`config.mk`:
```
export PLATFORM = sky130hd
export DESIGN_NAME = tmr_chan
export DESIGN_NICKNAME = d
export VERILOG_FILES = /design/src/rtl/tmr_pkg.sv /design/src/rtl/tmr_edge_det.sv /design/src/rtl/tmr_flag_fsm.sv /design/src/rtl/tmr_gr_unit.sv /design/src/rtl/tmr_chan.sv
export SDC_FILE = /design/constraint.sdc
export NUM_CORES = 1
export LEC_CHECK = 0
export ABC_AREA = 1
export CORE_ASPECT_RATIO = 1.1
export CORE_MARGIN = 2
export CORE_UTILIZATION = 40
export DETAILED_ROUTE_END_ITERATION = 12
export DONT_BUFFER_PORTS = 1
export GPL_TIMING_DRIVEN = 0
export HOLD_SLACK_MARGIN = 0.12
export PLACE_DENSITY = 0.6
export SETUP_SLACK_MARGIN = 0.5
export SLEW_MARGIN = 20
export SYNTH_ARGS = -nofsm -noshare
export SYNTH_HDL_FRONTEND = slang
export SYNTH_SLANG_ARGS = --single-unit
```
`constraint.sdc`:
```
create_clock -name clk -period 2.8 [get_ports clk]
set_input_delay 0.14 -clock clk [delete_from_list [all_inputs] [get_ports clk]]
set_output_delay 0.14 -clock clk [all_outputs]
set_load 0.01 [all_outputs]
```
`src/rtl/tmr_pkg.sv`:
```
package tmr_pkg;

    typedef enum logic [1:0] {
        FLG_IDLE  = 2'd0,
        FLG_SET   = 2'd1,
        FLG_ARMED = 2'd2
    } flg_state_t;

    localparam logic [1:0] ACT_NONE   = 2'd0;
    localparam logic [1:0] ACT_LOW    = 2'd1;
    localparam logic [1:0] ACT_HIGH   = 2'd2;
    localparam logic [1:0] ACT_TOGGLE = 2'd3;

    localparam logic [1:0] EDGE_RISE  = 2'd0;
    localparam logic [1:0] EDGE_FALL  = 2'd1;

endpackage

```
`src/rtl/tmr_edge_det.sv`:
```
module tmr_edge_det #(
    parameter int STAGES = 2
) (
    input  logic       clk,
    input  logic       rst_n,
    input  logic       din,
    input  logic [1:0] sel,
    output logic       evt
);
    import tmr_pkg::*;

    logic [STAGES-1:0] sync_q;
    logic              last_q;
    logic              rise;
    logic              fall;

    always_ff @(posedge clk or negedge rst_n) begin
        if (!rst_n) begin
            sync_q <= '0;
            last_q <= 1'b0;
        end else begin
            sync_q <= {sync_q[STAGES-2:0], din};
            last_q <= sync_q[STAGES-1];
        end
    end

    assign rise = sync_q[STAGES-1] & ~last_q;
    assign fall = ~sync_q[STAGES-1] & last_q;

    always_comb begin
        if (sel[1])                evt = rise | fall;
        else if (sel == EDGE_FALL) evt = fall;
        else                       evt = rise;
    end

endmodule

```
`src/rtl/tmr_flag_fsm.sv`:
```
module tmr_flag_fsm (
    input  logic clk,
    input  logic rst_n,
    input  logic set_evt,
    input  logic rd_seen,
    input  logic wr_zero,
    output logic flag
);
    import tmr_pkg::*;

    flg_state_t state_q, state_d;

    always_ff @(posedge clk or negedge rst_n) begin
        if (!rst_n) state_q <= FLG_IDLE;
        else        state_q <= state_d;
    end

    always_comb begin
        state_d = state_q;
        unique case (state_q)
            FLG_IDLE:  if (set_evt) state_d = FLG_SET;
            FLG_SET:   if (rd_seen && !set_evt) state_d = FLG_ARMED;
            FLG_ARMED: begin
                if (set_evt)      state_d = FLG_SET;
                else if (wr_zero) state_d = FLG_IDLE;
            end
            default:   state_d = FLG_IDLE;
        endcase
    end

    always_comb begin
        flag = (state_q != FLG_IDLE);
    end

    a_r5_event_sets_flag: assert property (@(posedge clk) disable iff (!rst_n)
        set_evt |=> flag);

    a_r11_clear_needs_read: assert property (@(posedge clk) disable iff (!rst_n)
        $fell(flag) |-> ($past(state_q) == FLG_ARMED && $past(wr_zero)));

endmodule

```
`src/rtl/tmr_gr_unit.sv`:
```
module tmr_gr_unit #(
    parameter int W      = 16,
    parameter int STAGES = 2,
    localparam int BE_W  = W / 8
) (
    input  logic            clk,
    input  logic            rst_n,
    input  logic [2:0]      mode,
    input  logic            buf_en,
    input  logic [W-1:0]    cnt,
    input  logic            cnt_tick,
    input  logic            cap_in,
    input  logic            wr_gr,
    input  logic            wr_br,
    input  logic [BE_W-1:0] be,
    input  logic [W-1:0]    wdata,
    output logic [W-1:0]    gr,
    output logic [W-1:0]    br,
    output logic            match,
    output logic            cap_evt,
    output logic            pin
);
    import tmr_pkg::*;

    logic         cap_mode;
    logic         raw_evt;
    logic [W-1:0] gr_q, br_q, gr_wval, br_wval;
    logic         pin_q;

    assign cap_mode = mode[2];

    tmr_edge_det #(.STAGES(STAGES)) u_edge (
        .clk   (clk),
        .rst_n (rst_n),
        .din   (cap_in),
        .sel   (mode[1:0]),
        .evt   (raw_evt)
    );

    assign cap_evt = cap_mode & raw_evt;
    assign match   = ~cap_mode & cnt_tick & (cnt == gr_q);

    always_comb begin
        gr_wval = gr_q;
        br_wval = br_q;
        for (int b = 0; b < BE_W; b++) begin
            if (be[b]) begin
                gr_wval[b*8 +: 8] = wdata[b*8 +: 8];
                br_wval[b*8 +: 8] = wdata[b*8 +: 8];
            end
        end
    end

    always_ff @(posedge clk or negedge rst_n) begin
        if (!rst_n)                gr_q <= '1;
        else if (cap_evt)          gr_q <= cnt;
        else if (match && buf_en)  gr_q <= br_q;
        else if (wr_gr)            gr_q <= gr_wval;
    end

    always_ff @(posedge clk or negedge rst_n) begin
        if (!rst_n)                 br_q <= '1;
        else if (cap_evt && buf_en) br_q <= gr_q;
        else if (wr_br)             br_q <= br_wval;
    end

    always_ff @(posedge clk or negedge rst_n) begin
        if (!rst_n) begin
            pin_q <= 1'b0;
        end else if (match) begin
            unique case (mode[1:0])
                ACT_NONE:   pin_q <= pin_q;
                ACT_LOW:    pin_q <= 1'b0;
                ACT_HIGH:   pin_q <= 1'b1;
                ACT_TOGGLE: pin_q <= ~pin_q;
            endcase
        end
    end

    assign gr  = gr_q;
    assign br  = br_q;
    assign pin = pin_q;

    a_r3_capture_loads: assert property (@(posedge clk) disable iff (!rst_n)
        cap_evt |=> gr_q == $past(cnt));

    a_r7_capture_shift: assert property (@(posedge clk) disable iff (!rst_n)
        (cap_evt && buf_en) |=> br_q == $past(gr_q));

    a_r6_compare_reload: assert property (@(posedge clk) disable iff (!rst_n)
        (match && buf_en) |=> gr_q == $past(br_q));

    a_r5_toggle_flips: assert property (@(posedge clk) disable iff (!rst_n)
        (match && mode[1:0] == ACT_TOGGLE) |=> pin_q != $past(pin_q));

endmodule

```
`src/rtl/tmr_chan.sv`:
```
module tmr_chan #(
    parameter int  CNT_W       = 16,
    parameter int  NUM_GR      = 2,
    parameter int  SYNC_STAGES = 2,
    localparam int ADDR_W      = $clog2(4 + 2 * NUM_GR),
    localparam int BE_W        = CNT_W / 8
) (
    input  logic              clk,
    input  logic              rst_n,
    input  logic              cnt_tick,
    input  logic [NUM_GR-1:0] cap_in,
    input  logic              bus_wr,
    input  logic              bus_rd,
    input  logic [ADDR_W-1:0] bus_addr,
    input  logic [BE_W-1:0]   bus_be,
    input  logic [CNT_W-1:0]  bus_wdata,
    output logic [CNT_W-1:0]  bus_rdata,
    output logic [NUM_GR-1:0] cmp_out,
    output logic [NUM_GR-1:0] irq
);
    localparam int CTRL_W = 1 + 2 * NUM_GR;
    localparam int A_CNT  = 0;
    localparam int A_CTRL = 1 + 2 * NUM_GR;
    localparam int A_MODE = 2 + 2 * NUM_GR;
    localparam int A_FLAG = 3 + 2 * NUM_GR;

    logic [CNT_W-1:0]  cnt_q, cnt_wval;
    logic [CTRL_W-1:0] ctrl_q;
    logic [2:0]        mode_q [NUM_GR];
    logic [CNT_W-1:0]  gr_val [NUM_GR];
    logic [CNT_W-1:0]  br_val [NUM_GR];
    logic [NUM_GR-1:0] match, cap_evt, flag;
    logic              wr_cnt;

    assign wr_cnt = bus_wr && (bus_addr == ADDR_W'(A_CNT));

    always_comb begin
        cnt_wval = cnt_q;
        for (int b = 0; b < BE_W; b++) begin
            if (bus_be[b]) cnt_wval[b*8 +: 8] = bus_wdata[b*8 +: 8];
        end
    end

    always_ff @(posedge clk or negedge rst_n) begin
        if (!rst_n) begin
            cnt_q <= '0;
        end else if (wr_cnt) begin
            cnt_q <= cnt_wval;
        end else if (cnt_tick) begin
            if (ctrl_q[0] && match[0]) cnt_q <= '0;
            else                       cnt_q <= cnt_q + 1'b1;
        end
    end

    always_ff @(posedge clk or negedge rst_n) begin
        if (!rst_n) begin
            ctrl_q <= '0;
        end else if (bus_wr && bus_be[0] && bus_addr == ADDR_W'(A_CTRL)) begin
            ctrl_q <= bus_wdata[CTRL_W-1:0];
        end
    end

    for (genvar g = 0; g < NUM_GR; g++) begin : g_gr
        always_ff @(posedge clk or negedge rst_n) begin
            if (!rst_n) begin
                mode_q[g] <= '0;
            end else if (bus_wr && bus_be[0] && bus_addr == ADDR_W'(A_MODE)) begin
                mode_q[g] <= bus_wdata[g*4 +: 3];
            end
        end

        tmr_gr_unit #(.W(CNT_W), .STAGES(SYNC_STAGES)) u_gr (
            .clk      (clk),
            .rst_n    (rst_n),
            .mode     (mode_q[g]),
            .buf_en   (ctrl_q[1+g]),
            .cnt      (cnt_q),
            .cnt_tick (cnt_tick),
            .cap_in   (cap_in[g]),
            .wr_gr    (bus_wr && bus_addr == ADDR_W'(1 + g)),
            .wr_br    (bus_wr && bus_addr == ADDR_W'(1 + NUM_GR + g)),
            .be       (bus_be),
            .wdata    (bus_wdata),
            .gr       (gr_val[g]),
            .br       (br_val[g]),
            .match    (match[g]),
            .cap_evt  (cap_evt[g]),
            .pin      (cmp_out[g])
        );

        tmr_flag_fsm u_flag (
            .clk     (clk),
            .rst_n   (rst_n),
            .set_evt (match[g] | cap_evt[g]),
            .rd_seen (bus_rd && bus_addr == ADDR_W'(A_FLAG)),
            .wr_zero (bus_wr && bus_be[0] && bus_addr == ADDR_W'(A_FLAG) && !bus_wdata[g]),
            .flag    (flag[g])
        );

        assign irq[g] = flag[g] & ctrl_q[1+NUM_GR+g];
    end

    always_comb begin
        bus_rdata = '0;
        if (bus_addr == ADDR_W'(A_CNT))  bus_rdata = cnt_q;
        if (bus_addr == ADDR_W'(A_CTRL)) bus_rdata[CTRL_W-1:0] = ctrl_q;
        if (bus_addr == ADDR_W'(A_FLAG)) bus_rdata[NUM_GR-1:0] = flag;
        for (int i = 0; i < NUM_GR; i++) begin
            if (bus_addr == ADDR_W'(1 + i))          bus_rdata = gr_val[i];
            if (bus_addr == ADDR_W'(1 + NUM_GR + i)) bus_rdata = br_val[i];
            if (bus_addr == ADDR_W'(A_MODE))         bus_rdata[i*4 +: 3] = mode_q[i];
        end
    end

    a_r2_wraps_to_zero: assert property (@(posedge clk) disable iff (!rst_n)
        (cnt_tick && !wr_cnt && !(ctrl_q[0] && match[0]) && cnt_q == '1) |=> cnt_q == '0);

    a_r2_write_wins: assert property (@(posedge clk) disable iff (!rst_n)
        (wr_cnt && bus_be == '1) |=> cnt_q == $past(bus_wdata));

    a_r9_clear_on_a: assert property (@(posedge clk) disable iff (!rst_n)
        (cnt_tick && !wr_cnt && ctrl_q[0] && match[0]) |=> cnt_q == '0);

endmodule

```
==> summary.md, run 1 <==
| Metric | Value |
|---|---|
| Worst Setup SP | g_gr[0].u_gr.u_edge.sync_q[1] |
| Drt via density | 5.51 |
| Worst-Margin Slew | ~0.74 ns |
| Worst setup SP type | flop |
| Fin crit share | 0.786 |
| Setup TNS | 0 ns |
| Clk slew on worst S/H paths | 0.08 ns |
| Grt total ovfl | 0 |
| FF-to-FF Start | g_gr[0].u_gr.u_edge.sync_q[1] |
| CTS Sinks | approximately 100 |
| FF-to-FF path depth | 8 |
| Most common cell in the netlist | nand2_1 |
| Seq/Total Area, Yosys | 0.374 |
| CTS tree | yes |
| Crit Path Category | flop to flop |
| Via count | 7,342 |
| Core Area | 0.0175 mm2 |
| Gpl congestion | 0.971 |
| Lkg Pwr | 3.83 nW |
| Drt wl/cell | 19.5 um |
| Post-Syn Area per Cell | 6.79 um2 |
| Syn nets | 1,078 |
| Final Max Tran Viols | 0 |
| Final nets | around 1,100 |
| DR pass1 iterations | 7 |
| Area growth syn-to-layout | 13.4% |
| Worst VDD drop | 0.416 mV |
| Failing checks | hold timing |
| Clock skew | roughly 0.011 ns |
| Antenna-violating nets left | 0 |
| Share of post-route cells with drive strength above 1 | 0.138 |
| IO buf count | 0 |
| Reg-to-Reg End | g_gr[0].u_gr.br[2] |
| 1st-iter DRT viols | around 570 |
| Synth area leader | dfstp_2 |
| Hold slack final | -0.544 ns |
| Slew headroom | 0.505 |
| Cell Pwr Density | between 800 and 900 mW/mm2 |
| Clock Latency Late Sink | 0.37 ns |
| RSZ-0062 raised after global routing | no |
| Hold buffer count at cts | 20 |
| Vias in the first global route | between 6,000 and 7,000 |
| DP HPWL | 19.9 mm |
| CP Data Arrival Time | between 2 and 2.5 ns |
| Synthesized cell area | ~0.0071 mm2 |
| Chip Width | roughly 130 um |
| Fmax | between 400 and 500 MHz |
| Fin crit period | 2.20 ns |
| Most frequent cells after synthesis | nand2_1, inv_1, nand3_1, o21ai_0, nor2_1 |
| R2R Setup Slk | between 0.5 and 0.6 ns |
| Antenna violations before repair | 2 |
| Row cnt | 51 |
| Fillcell total | approximately 1,800 |
| Synth top area share | 0.237 |
| Final WL | approximately 26 mm |
| Max cap viols | 0 |
| Starting density of the core | 0.404 |
| # H-tree levels | 3 |
| Yosys reg bits | a little over 100 |
| Top post-synthesis cells by area | dfstp_2, nand2_1, dfrtp_1, nand3_1, inv_1 |
| Tot GR Track Use | 0.286 |
| Root Driver | clkbuf_16 |
| CP Max Fanout | 10 |
| Critical Path RT | 3.08 ns |
| CP endpoint | g_gr[0].u_gr.br[2] |
| First-pass GRT wire length | a little over 40 mm |
| Setup violations, final | 0 |
| Synth cell types | 39 |
| Synth Flop Type | dfstp_2 |
| Largest net degree at the start of global routing | between 100 and 150 |
| IO Pins | 48 |
| Syn Inst Count | between 1,000 and 1,500 |
| Yosys warning count | 0 |
| Number of flops mapped to enable cells by yosys | 0 |
| Final non-filler cell total | about 1,300 |
| Tightest Hold Check Type | primary input to async pin |
| Full die area | ~0.019 mm2 |
| CTS Buf Count | 9 |
| Max Root-Sink Buffers | 2 |
| Placed cell count | between 1,000 and 1,500 |
| Post-synthesis async set-or-reset flop share | 1.00 |
| Hold Vio Cnt, Final | around 100 |
| Number of remaining DRC errors | 0 |
| Chip height | ~140 um |
| Critical Path End Type | flop |
| Status | complete, but fails checks |
-- repair_timing --
action,in CTS,in global routing
pin swaps,0,3
buffers inserted,0,11
endpoints found under the setup margin,39,68
hold endpoints to repair,184,103
gates resized for setup,4,22
-- metal layers --
metal | part of all wire | vias up | GRT usage | routed length, um
li1 | - | 3555 | - | -
met1 | 0.43 | 3430 | 0.399 | 11200
met2 | 0.46 | 298 | 0.451 | 12000
met3 | 0.069 | 59 | 0.0365 | 1790
met4 | 0.034 | 0 | 0.110 | 880
met5 | 0 | - | 0 | 0
-- critical path, cell delays in order (launching register included) --
cell      delay, ns
dfrtp_1        0.37
inv_1          0.05
ha_1           0.28
a21oi_1        0.14
nand2_1        0.19
nor2_2         0.34
inv_1          0.18
clkbuf_1       0.28
o221ai_1       0.28
-- final cells by class --
type                            count  area [um2]  share of cell area
Multi-Input combinational cell    766        3740               0.465
Sequential cell                   103        2660               0.331
Inverter                          138         527              0.0655
Timing Repair Buffer               31         308              0.0382
Tap cell                          238         298              0.0370
Clock buffer                       10         229              0.0285
Buffer                             38         206              0.0257
Clock inverter                      6        71.3             0.00886
Antenna cell                        2        5.00            0.000622
-- placed cells by master (no fill, tap or decap), types with 17 or more instances in the layout --
master,n
dfrtp_1,37
nor2_1,76
nand2_1,316
inv_1,119
nand3_1,117
a21oi_1,31
nand4_1,30
o21ai_0,81
dlygate4sd3_1,20
dfstp_2,64
buf_4,17
clkbuf_1,19
o211ai_1,23
-- power by group --
group	switching, mW	total, mW	internal, mW
combinational	1.88	2.84	0.955
sequential	0.638	3.04	2.40
clock	0.635	1.34	0.702
-- registers in the layout, indices dropped and copies added (netlist names) --
name,count
g_gr.u_flag.state_q,4
g_gr.u_gr.u_edge.last_q,2
g_gr.u_gr.br,32
g_gr.u_gr.gr,32
cnt_q,16
mode_q,6
ctrl_q,5
g_gr.u_gr.u_edge.sync_q,4
g_gr.u_gr.pin,2
-- worst min path at each step --
stage | cells past startpoint | start | slack [ns] | end
floorplan | 0 | rst_n | -0.16 | cnt_q[0]
global placement | 0 | rst_n | -0.15 | g_gr[1].u_gr.u_edge.sync_q[0]
detailed placement | 0 | rst_n | -0.15 | g_gr[1].u_gr.u_edge.sync_q[0]
CTS | 0 | rst_n | -0.54 | g_gr[1].u_gr.u_edge.sync_q[0]
global route | 0 | rst_n | -0.55 | g_gr[1].u_gr.u_edge.sync_q[1]
finish | 0 | rst_n | -0.54 | g_gr[1].u_gr.u_edge.sync_q[0]
-- logic make-up (layout without fill, tap and decap cells) --
| logic type | count (synthesis) | after routing | synth area share |
|---|---|---|---|
| AOI/OAI and AO/OA | 189 | 189 | 0.159 |
| buffers and inverters | 176 | 223 | 0.101 |
| DFF | 103 | 103 | 0.374 |
| and+or+nand+nor | 563 | 563 | 0.346 |
| xor gates and xnor gates | 9 | 9 | 0.0111 |
| adders and majority gates | 5 | 5 | 0.00882 |
| other | 0 | 2 | 0 |
-- metrics by stage --
stage	power, mW	hold slack (ns)	utilization	area [um2]	worst slack, ns
CTS	7.09	-0.545	0.450	7900	0.486
finish	7.22	-0.544	0.459	8050	0.598
detailed placement	5.70	-0.154	0.421	7390	0.416
global placement	5.66	-0.154	0.421	7390	0.429
floorplan	4.82	-0.156	-	7100	1.06
global route	7.72	-0.548	0.458	8040	0.493
Note: power is estimated with default switching activity, not from simulation.
==> run 2: changes to the inputs <==
--- a/config.mk
+++ b/config.mk
@@ -5,7 +5,7 @@
 export SDC_FILE = /design/constraint.sdc
 export NUM_CORES = 1
 export LEC_CHECK = 0
-export ABC_AREA = 1
+export ABC_AREA = 0
 export CORE_ASPECT_RATIO = 1.1
 export CORE_MARGIN = 2
 export CORE_UTILIZATION = 40
==> constraint.sdc (replaced) <==
create_clock -name clk -period 2.1 [get_ports clk]
set_input_delay 0.105 -clock clk [delete_from_list [all_inputs] [get_ports clk]]
set_output_delay 0.105 -clock clk [all_outputs]
set_load 0.01 [all_outputs]
==> run 2 against run 1 <==
Net effect: core utilization up 12 points; the flow finishes with violations (hold timing, setup timing); final cell count down 23%; highest routed layer unchanged; first-iteration DRC count down 1.0%; synthesized cell count down 32%.
==> summary.md, run 2 <==
| Metric | Value |
|---|---|
| Drt wl/cell | 24.6 um (+27%) |
| Max cap viols | 0 (unchanged) |
| Crit Path Category | flop to flop |
| Top post-synthesis cells by area | dfstp_2, dfrtp_1, mux2i_1, mux2_2, a21oi_1 |
| Antenna-violating nets left | 0 (unchanged) |
| DP Area | 0.00724 mm2 (-2.0%) |
| FF-to-FF path depth | 7 (-1) |
| R2R Setup Slk | -0.008 ns (-0.61 ns) |
| Clock Latency Late Sink | 0.36 ns (about the same) |
| Clock skew | 0.00548 ns (-0.00523 ns) |
| Failing checks | hold timing, setup timing |
| Worst-Margin Slew | 0.967 ns (+0.224 ns) |
| CP Max Fanout | 7 (-3) |
| P_int | 6.83 mW (+68%) |
| Critical Path End Type | flop |
| Chip height | 141 um (-1.9%) |
| Final WL | 25.3 mm (-2.6%) |
| CTS Sinks | 103 (unchanged) |
| First-pass GRT wire length | 36.8 mm (-8.9%) |
| Hold Vio Cnt, Final | 103 (unchanged) |
| Antenna violations before repair | 0 (-2) |
| Yosys reg bits | 103 (unchanged) |
| Fillcell total | 1,345 (-26%) |
| 1st-iter DRT viols | 568 (-1.0%) |
| # H-tree levels | 3 (unchanged) |
| Final nets | 845 (-25%) |
| IO buf count | 0 (unchanged) |
| Tot GR Track Use | 0.272 (-0.0142) |
| Final Max Tran Viols | 0 (unchanged) |
| Synthesized cell area | 0.00682 mm2 (-4.0%) |
| Synth cell types | 67 (+72%) |
| Largest net degree at the start of global routing | 104 (unchanged) |
| Via count | 6,277 (-15%) |
| Status | complete, but fails checks |
| Lkg Pwr | 3.83 nW (+0.16%) |
| Fmax | 474 MHz (+4.5%) |
| Row cnt | 50 (-2.0%) |
| CP Data Arrival Time | 2.36 ns (-0.12 ns) |
| Full die area | 0.0181 mm2 (-3.9%) |
| Switching pwr | 4.24 mW (+34%) |
| Worst setup SP type | flop |
| Synth top area share | 0.247 (+0.00979) |
| Root Driver | clkbuf_16 |
| Fin crit period | 2.11 ns (-0.0941 ns) |
| Placed cell count | 920 (-28%) |
| Cells along the critical path | inv_2 -> a2111o_1 -> nor4b_4 -> and3_1 -> buf_6 -> a211oi_2 -> a221o_1 |
| Cell Pwr Density | 1140 mW/mm2 (+27%) |
| Util after Layout | 0.575 (+0.117) |
| Slowest library cell on the worst path | dfstp_2 |
| Number of remaining DRC errors | 0 (unchanged) |
| DP HPWL | 16.6 mm (-17%) |
| Chip Width | 128 um (-1.9%) |
| Fin crit share | 1.00 (+0.217) |
| Gpl congestion | 0.959 (-1.3%) |
| Worst VDD drop | 0.509 mV (+22%) |
| Most frequent cells after synthesis | mux2i_1, dfstp_2, nand2_1, a21oi_1, nor2_1 |
| FF-to-FF Start | g_gr[0].u_gr.gr[6] |
| Grt total ovfl | 0 (unchanged) |
| Max Root-Sink Buffers | 2 (unchanged) |
| Top delay family on crit path | compound AO/OA/AOI/OAI gates |
| Area growth syn-to-layout | 42.1% |
| Leading cell type in the layout, fill and taps excluded | mux2i_1 |
| Drt via density | 6.12 (+11%) |
| Switching share of total power | 0.383 (-0.0543) |
| Syn nets | 744 (-31%) |
| Seq/Total Area, Yosys | 0.390 (+0.0155) |
| IO Pins | 48 (unchanged) |
| Core Area | 0.0168 mm2 (-4.1%) |
| CTS tree | yes |
| Most frequent cells in the layout | mux2i_1, dfstp_2, nand2_1 |
| Synth Flop Type | dfstp_2 |
| Hold slack final | -0.569 ns (-0.0251 ns) |
| CTS Buf Count | 9 (unchanged) |
| Share of post-route cells with drive strength above 1 | 0.523 (+0.384) |
| DR pass1 iterations | 7 (unchanged) |
| Worst path buffer plus inverter count | 2 (-1) |
| Starting density of the core | 0.405 (+0.000561) |
| Number of flops mapped to enable cells by yosys | 0 (unchanged) |
| Reg-to-Reg End | cnt_q[4] |
| Clk slew on worst S/H paths | 0.08 ns (about the same) |
| Post-synthesis async set-or-reset flop share | 1.00 (unchanged) |
| Sequential power share | 0.383 (-0.038) |
| Vias in the first global route | 6,128 (-12%) |
| Post-Syn Area per Cell | 9.59 um2 (+41%) |
| Synth area leader | dfstp_2 |
| RSZ-0062 raised after global routing | yes |
| Yosys warning count | 0 (unchanged) |
| Area of all placed cells without fillers | 0.00968 mm2 (+20%) |
| ANT cells | 0 (-2) |
| Comb pwr share | 0.444 (+0.051) |
| Hold buffer count at cts | 19 (-5.0%) |
| Most common cell in the netlist | mux2i_1 |
| Syn Inst Count | 711 (-32%) |
| Clock power share | 0.173 (-0.012) |
| Final non-filler cell total | 1,025 (-23%) |
| Worst Slack Setup Final | -0.00802 ns (-0.606 ns) |
| Setup violations, final | 2 (+2) |
| Total power | 11.1 mW (+53%) |
| Critical Path RT | 2.35 ns (-0.73 ns) |
| Slew headroom | 0.353 (-0.152) |
| Tightest Hold Check Type | primary input to async pin |
| CP peak stage delay | 0.56 ns (+0.19 ns) |
==> run 2: cell count changes after synthesis, moves of 12 or more <==
cell      delta
mux2_2      +44
o21ai_0     -47
inv_1      -107
inv_2       -12
nand3_1    -101
a21oi_1     +29
nand4_1     -22
mux2i_1     +75
nor2_1      -24
nand2_1    -257
xnor2_1     +27
o211ai_1    -22
==> run 2: repair_timing <==
item / in CTS / in global routing
setup buffers: 36 / 26
setup endpoints to repair: 102 / 102
pin swaps: 22 / 41
cloned: 7 / 1
gates resized for setup: 144 / 146
endpoints found under the hold margin: 195 / 104
==> run 2: kinds of logic after synthesis <==
group,after synthesis,share of synthesized area
xor+xnor,29,0.0373
simple gates,209,0.156
mux,124,0.199
flops,103,0.390
compound gates,172,0.152
fa+ha+maj,5,0.00918
buf+inv,69,0.0558
==> run 2: area by class of cell <==
cell class | instances | area (um2) | area share
multi-input combinational | 539 | 4820 | 0.498
sequential | 103 | 2660 | 0.275
timing repair buffer | 90 | 1000 | 0.103
buffer | 54 | 558 | 0.0576
tap | 208 | 260 | 0.0269
clock buffer | 9 | 225 | 0.0233
clock inverter | 7 | 104 | 0.0107
inverter | 15 | 56.3 | 0.00582
==> run 2: how the worst max path moves through the flow <==
stage | depth (start not counted) | slack, ns | endpoint | from
global route | 8 | -0.10 | cnt_q[14] | cnt_q[11]
detailed placement | 6 | -0.05 | cnt_q[15] | g_gr[0].u_gr.gr[6]
floorplan | 7 | 0.15 | cnt_q[9] | g_gr[0].u_gr.gr[6]
finish | 7 | -0.008 | cnt_q[4] | g_gr[0].u_gr.gr[6]
CTS | 8 | 0.002 | g_gr[0].u_gr.pin | g_gr[0].u_gr.gr[6]
global placement | 5 | -0.33 | cnt_q[6] | bus_addr[1]
==> run 2: routing by layer <==
layer / GRT usage / up-vias / share of wire
met5: 0 / - / 0
met4: 0.0839 / 0 / 0.034
met3: 0.0520 / 54 / 0.067
met2: 0.456 / 277 / 0.50
met1: 0.354 / 3173 / 0.40
li1: - / 2773 / -
==> run 2: per-stage QoR <==
stage	setup TNS [ns]	setup WS, ns
after detailed placement	-0.0957	-0.0464
after global placement	-1.00	-0.331
after CTS	0	0.00232
after floorplan	0	0.145
final	-0.00960	-0.00802
after global routing	-0.800	-0.102
==> run 2: power groups by stage <==
stage,logic [mW],registers (mW),clock network (mW)
after floorplan,2.51,3.72,0
after global placement,3.03,3.99,0
after detailed placement,3.12,4.04,0
after CTS,3.99,4.06,1.93
after global routing,5.19,4.34,2.00
final,4.91,4.24,1.92
==> run 2: worst reg2reg max path: stages, from the launching register on <==
cell and delay, ns:
dfstp_2 0.56, inv_2 0.05, a2111o_1 0.44, nor4b_4 0.27, and3_1 0.21, buf_6 0.15
a211oi_2 0.05, a221o_1 0.27
==> run 3: changes to the inputs <==
--- a/config.mk
+++ b/config.mk
@@ -6,8 +6,6 @@
 export NUM_CORES = 1
 export LEC_CHECK = 0
 export ABC_AREA = 0
-export CORE_ASPECT_RATIO = 1.1
-export CORE_MARGIN = 2
 export CORE_UTILIZATION = 40
 export DETAILED_ROUTE_END_ITERATION = 12
 export DONT_BUFFER_PORTS = 1
==> run 3 against run 2 <==
Net effect: the flow still finishes with violations (hold timing, setup timing); clock power decreased by 7%; combinational power fell by 4%; routed wire length is 3.2% lower; critical path type unchanged; highest routed layer unchanged.
==> summary.md, run 3 (synthesized netlist as in run 2, its figures left out) <==
| Metric | Value |
|---|---|
| Placed cell count | 932 (+1.3%) |
| Worst VDD drop | 0.504 mV (-0.99%) |
| Fin crit share | 1.02 (+0.0186) |
| IO Pins | 48 (unchanged) |
| DR pass1 iterations | 5 (-2) |
| Worst-Margin Slew | 0.951 ns (-0.0153 ns) |
| Cell Pwr Density | 1120 mW/mm2 (-2.1%) |
| Tightest Hold Check Type | primary input to async pin |
| First-pass GRT wire length | 36.8 mm (about the same) |
| Antenna violations before repair | 1 (+1) |
| Via count | 6,309 (+0.51%) |
| RSZ-0062 raised after global routing | yes |
| Hold slack final | -0.573 ns (-0.00379 ns) |
| Grt total ovfl | 0 (unchanged) |
| Row cnt | 47 (-6.0%) |
| Critical Path RT | 2.35 ns (about the same) |
| Clk slew on worst S/H paths | 0.08 ns (about the same) |
| Clock Latency Late Sink | 0.36 ns (about the same) |
| Final non-filler cell total | 1,033 (+0.78%) |
| Drt wl/cell | 23.7 um (-4.0%) |
| CTS tree | yes |
| Hold Vio Cnt, Final | 103 (unchanged) |
| Lkg Pwr | 3.79 nW (-1.2%) |
| Root Driver | clkbuf_16 |
| Final Max Tran Viols | 0 (unchanged) |
| Fillcell total | 1,340 (-0.37%) |
| Chip Width | 133 um (+3.2%) |
| DP Area | 0.00726 mm2 (+0.17%) |
| Leading cell type in the layout, fill and taps excluded | mux2i_1 |
| Status | complete, but fails checks |
| Final WL | 24.4 mm (-3.2%) |
| # H-tree levels | 3 (unchanged) |
| Core Area | 0.0166 mm2 (-1.5%) |
| Max Root-Sink Buffers | 2 (unchanged) |
| Area of all placed cells without fillers | 0.00951 mm2 (-1.8%) |
| FF-to-FF path depth | 7 (unchanged) |
| Worst setup SP type | flop |
| Most frequent cells in the layout | mux2i_1, dfstp_2, nand2_1 |
| Starting density of the core | 0.411 (+0.00599) |
| Max cap viols | 0 (unchanged) |
| Clock skew | 0.00845 ns (+0.00297 ns) |
| Worst Slack Setup Final | -0.0470 ns (-0.0390 ns) |
| Failing checks | hold timing, setup timing |
| Gpl congestion | 0.914 (-4.6%) |
| Slew headroom | 0.363 (+0.0102) |
| CP Max Fanout | 7 (unchanged) |
| CTS Buf Count | 9 (unchanged) |
| Final nets | 840 (-0.59%) |
| Chip height | 133 um (-5.9%) |
| IO buf count | 0 (unchanged) |
| Full die area | 0.0176 mm2 (-3.0%) |
| Critical Path End Type | flop |
| CP Data Arrival Time | 2.40 ns (+0.04 ns) |
| Antenna-violating nets left | 0 (unchanged) |
| DP HPWL | 16.3 mm (-2.1%) |
| Setup violations, final | 12 (+10) |
| Largest net degree at the start of global routing | 104 (unchanged) |
| 1st-iter DRT viols | 471 (-17%) |
| Share of post-route cells with drive strength above 1 | 0.496 (-0.0263) |
| Drt via density | 6.11 (-0.27%) |
| Crit Path Category | flop to flop |
| Fmax | 466 MHz (-1.8%) |
| Fin crit period | 2.15 ns (+0.0390 ns) |
| CTS Sinks | 103 (unchanged) |
| Number of remaining DRC errors | 0 (unchanged) |
| Hold buffer count at cts | 20 (+1) |
| Area growth syn-to-layout | 39.5% |
| Tot GR Track Use | 0.277 (+0.00514) |
| Vias in the first global route | 6,333 (+3.3%) |
run 3: cell count changes in the layout (fill, tap and decap cells not counted), moves of 3 or more:
cell	before	now
clkbuf_2	7	4
a21oi_1	13	17
xnor2_1	11	17
a21oi_4	5	1
xnor2_4	8	5
nor2_2	11	8
buf_8	4	9
xnor2_2	8	5
buf_12	18	11
buf_6	29	33
buf_4	43	32
run 3: metrics by stage:
| stage | hold WS, ns | power, mW | util | worst slack, ns | TNS (ns) |
|---|---|---|---|---|---|
| 2_1_floorplan | -0.191 | 6.22 | - | 0.145 | 0 |
| 3_5_place_dp | -0.189 | 7.12 | 0.438 | -0.0487 | -0.274 |
| 5_1_grt | -0.595 | 11.1 | 0.573 | -0.0961 | -2.07 |
| 3_3_place_gp | -0.189 | 6.98 | 0.437 | -0.340 | -1.13 |
| 6_report | -0.573 | 10.6 | 0.573 | -0.0470 | -0.307 |
| 4_1_cts | -0.578 | 9.92 | 0.537 | 0.0306 | 0 |
run 3: path summary, 6_finish.rpt:
path	from	to	slack, ns
max	g_gr[0].u_gr.gr[6]	cnt_q[4]	-0.05
max in group asynchronous	rst_n	g_gr[0].u_gr.gr[7]	2.44
min in group clk	bus_addr[0]	cnt_q[7]	0.08
min reg2reg	g_gr[1].u_gr.u_edge.sync_q[0]	g_gr[1].u_gr.u_edge.sync_q[1]	0.37
min	rst_n	g_gr[1].u_gr.u_edge.sync_q[0]	-0.57
max reg2reg	g_gr[0].u_gr.gr[6]	cnt_q[4]	-0.05
run 3: layout make-up:
class / count / area (um2) / area share
multi-input combinational: 540 / 4670 / 0.491
sequential: 103 / 2660 / 0.280
timing repair buffer: 84 / 972 / 0.102
buffer: 54 / 571 / 0.0600
tap: 220 / 275 / 0.0290
clock buffer: 9 / 225 / 0.0237
clock inverter: 7 / 78.8 / 0.00829
inverter: 15 / 56.3 / 0.00592
antenna: 1 / 2.50 / 0.000263
run 3: worst max-delay path, stage by stage, from the launching register on:
cell and delay (ns):
dfstp_2 0.55, inv_2 0.04, a2111o_1 0.44, nor4b_4 0.32, and3_1 0.23, buf_6 0.15, a211oi_2 0.04, a221o_1 0.26
run 3: timing repair:
action                                  4_1_cts  5_1_grt
gates resized for setup                     146      136
setup buffers                                41       13
endpoints found under the setup margin      102      102
cloned                                       10        0
endpoints found under the hold margin       195      105
pin swaps                                    31       23
run 3: layer usage:
| layer | vias up | GRT usage | wire length (um) |
|---|---|---|---|
| met4 | 0 | 0.146 | 1290 |
| met1 | 3175 | 0.338 | 9740 |
| met5 | - | 0 | 0 |
| li1 | 2772 | - | - |
| met3 | 78 | 0.0506 | 1460 |
| met2 | 284 | 0.465 | 12000 |
run 3: power by group:
group          leakage (nW)  total [mW]  switching (mW)  internal [mW]
clock                 0.139        1.78           0.844          0.939
sequential             1.12        4.13           0.961           3.17
combinational          2.52        4.72            2.27           2.45
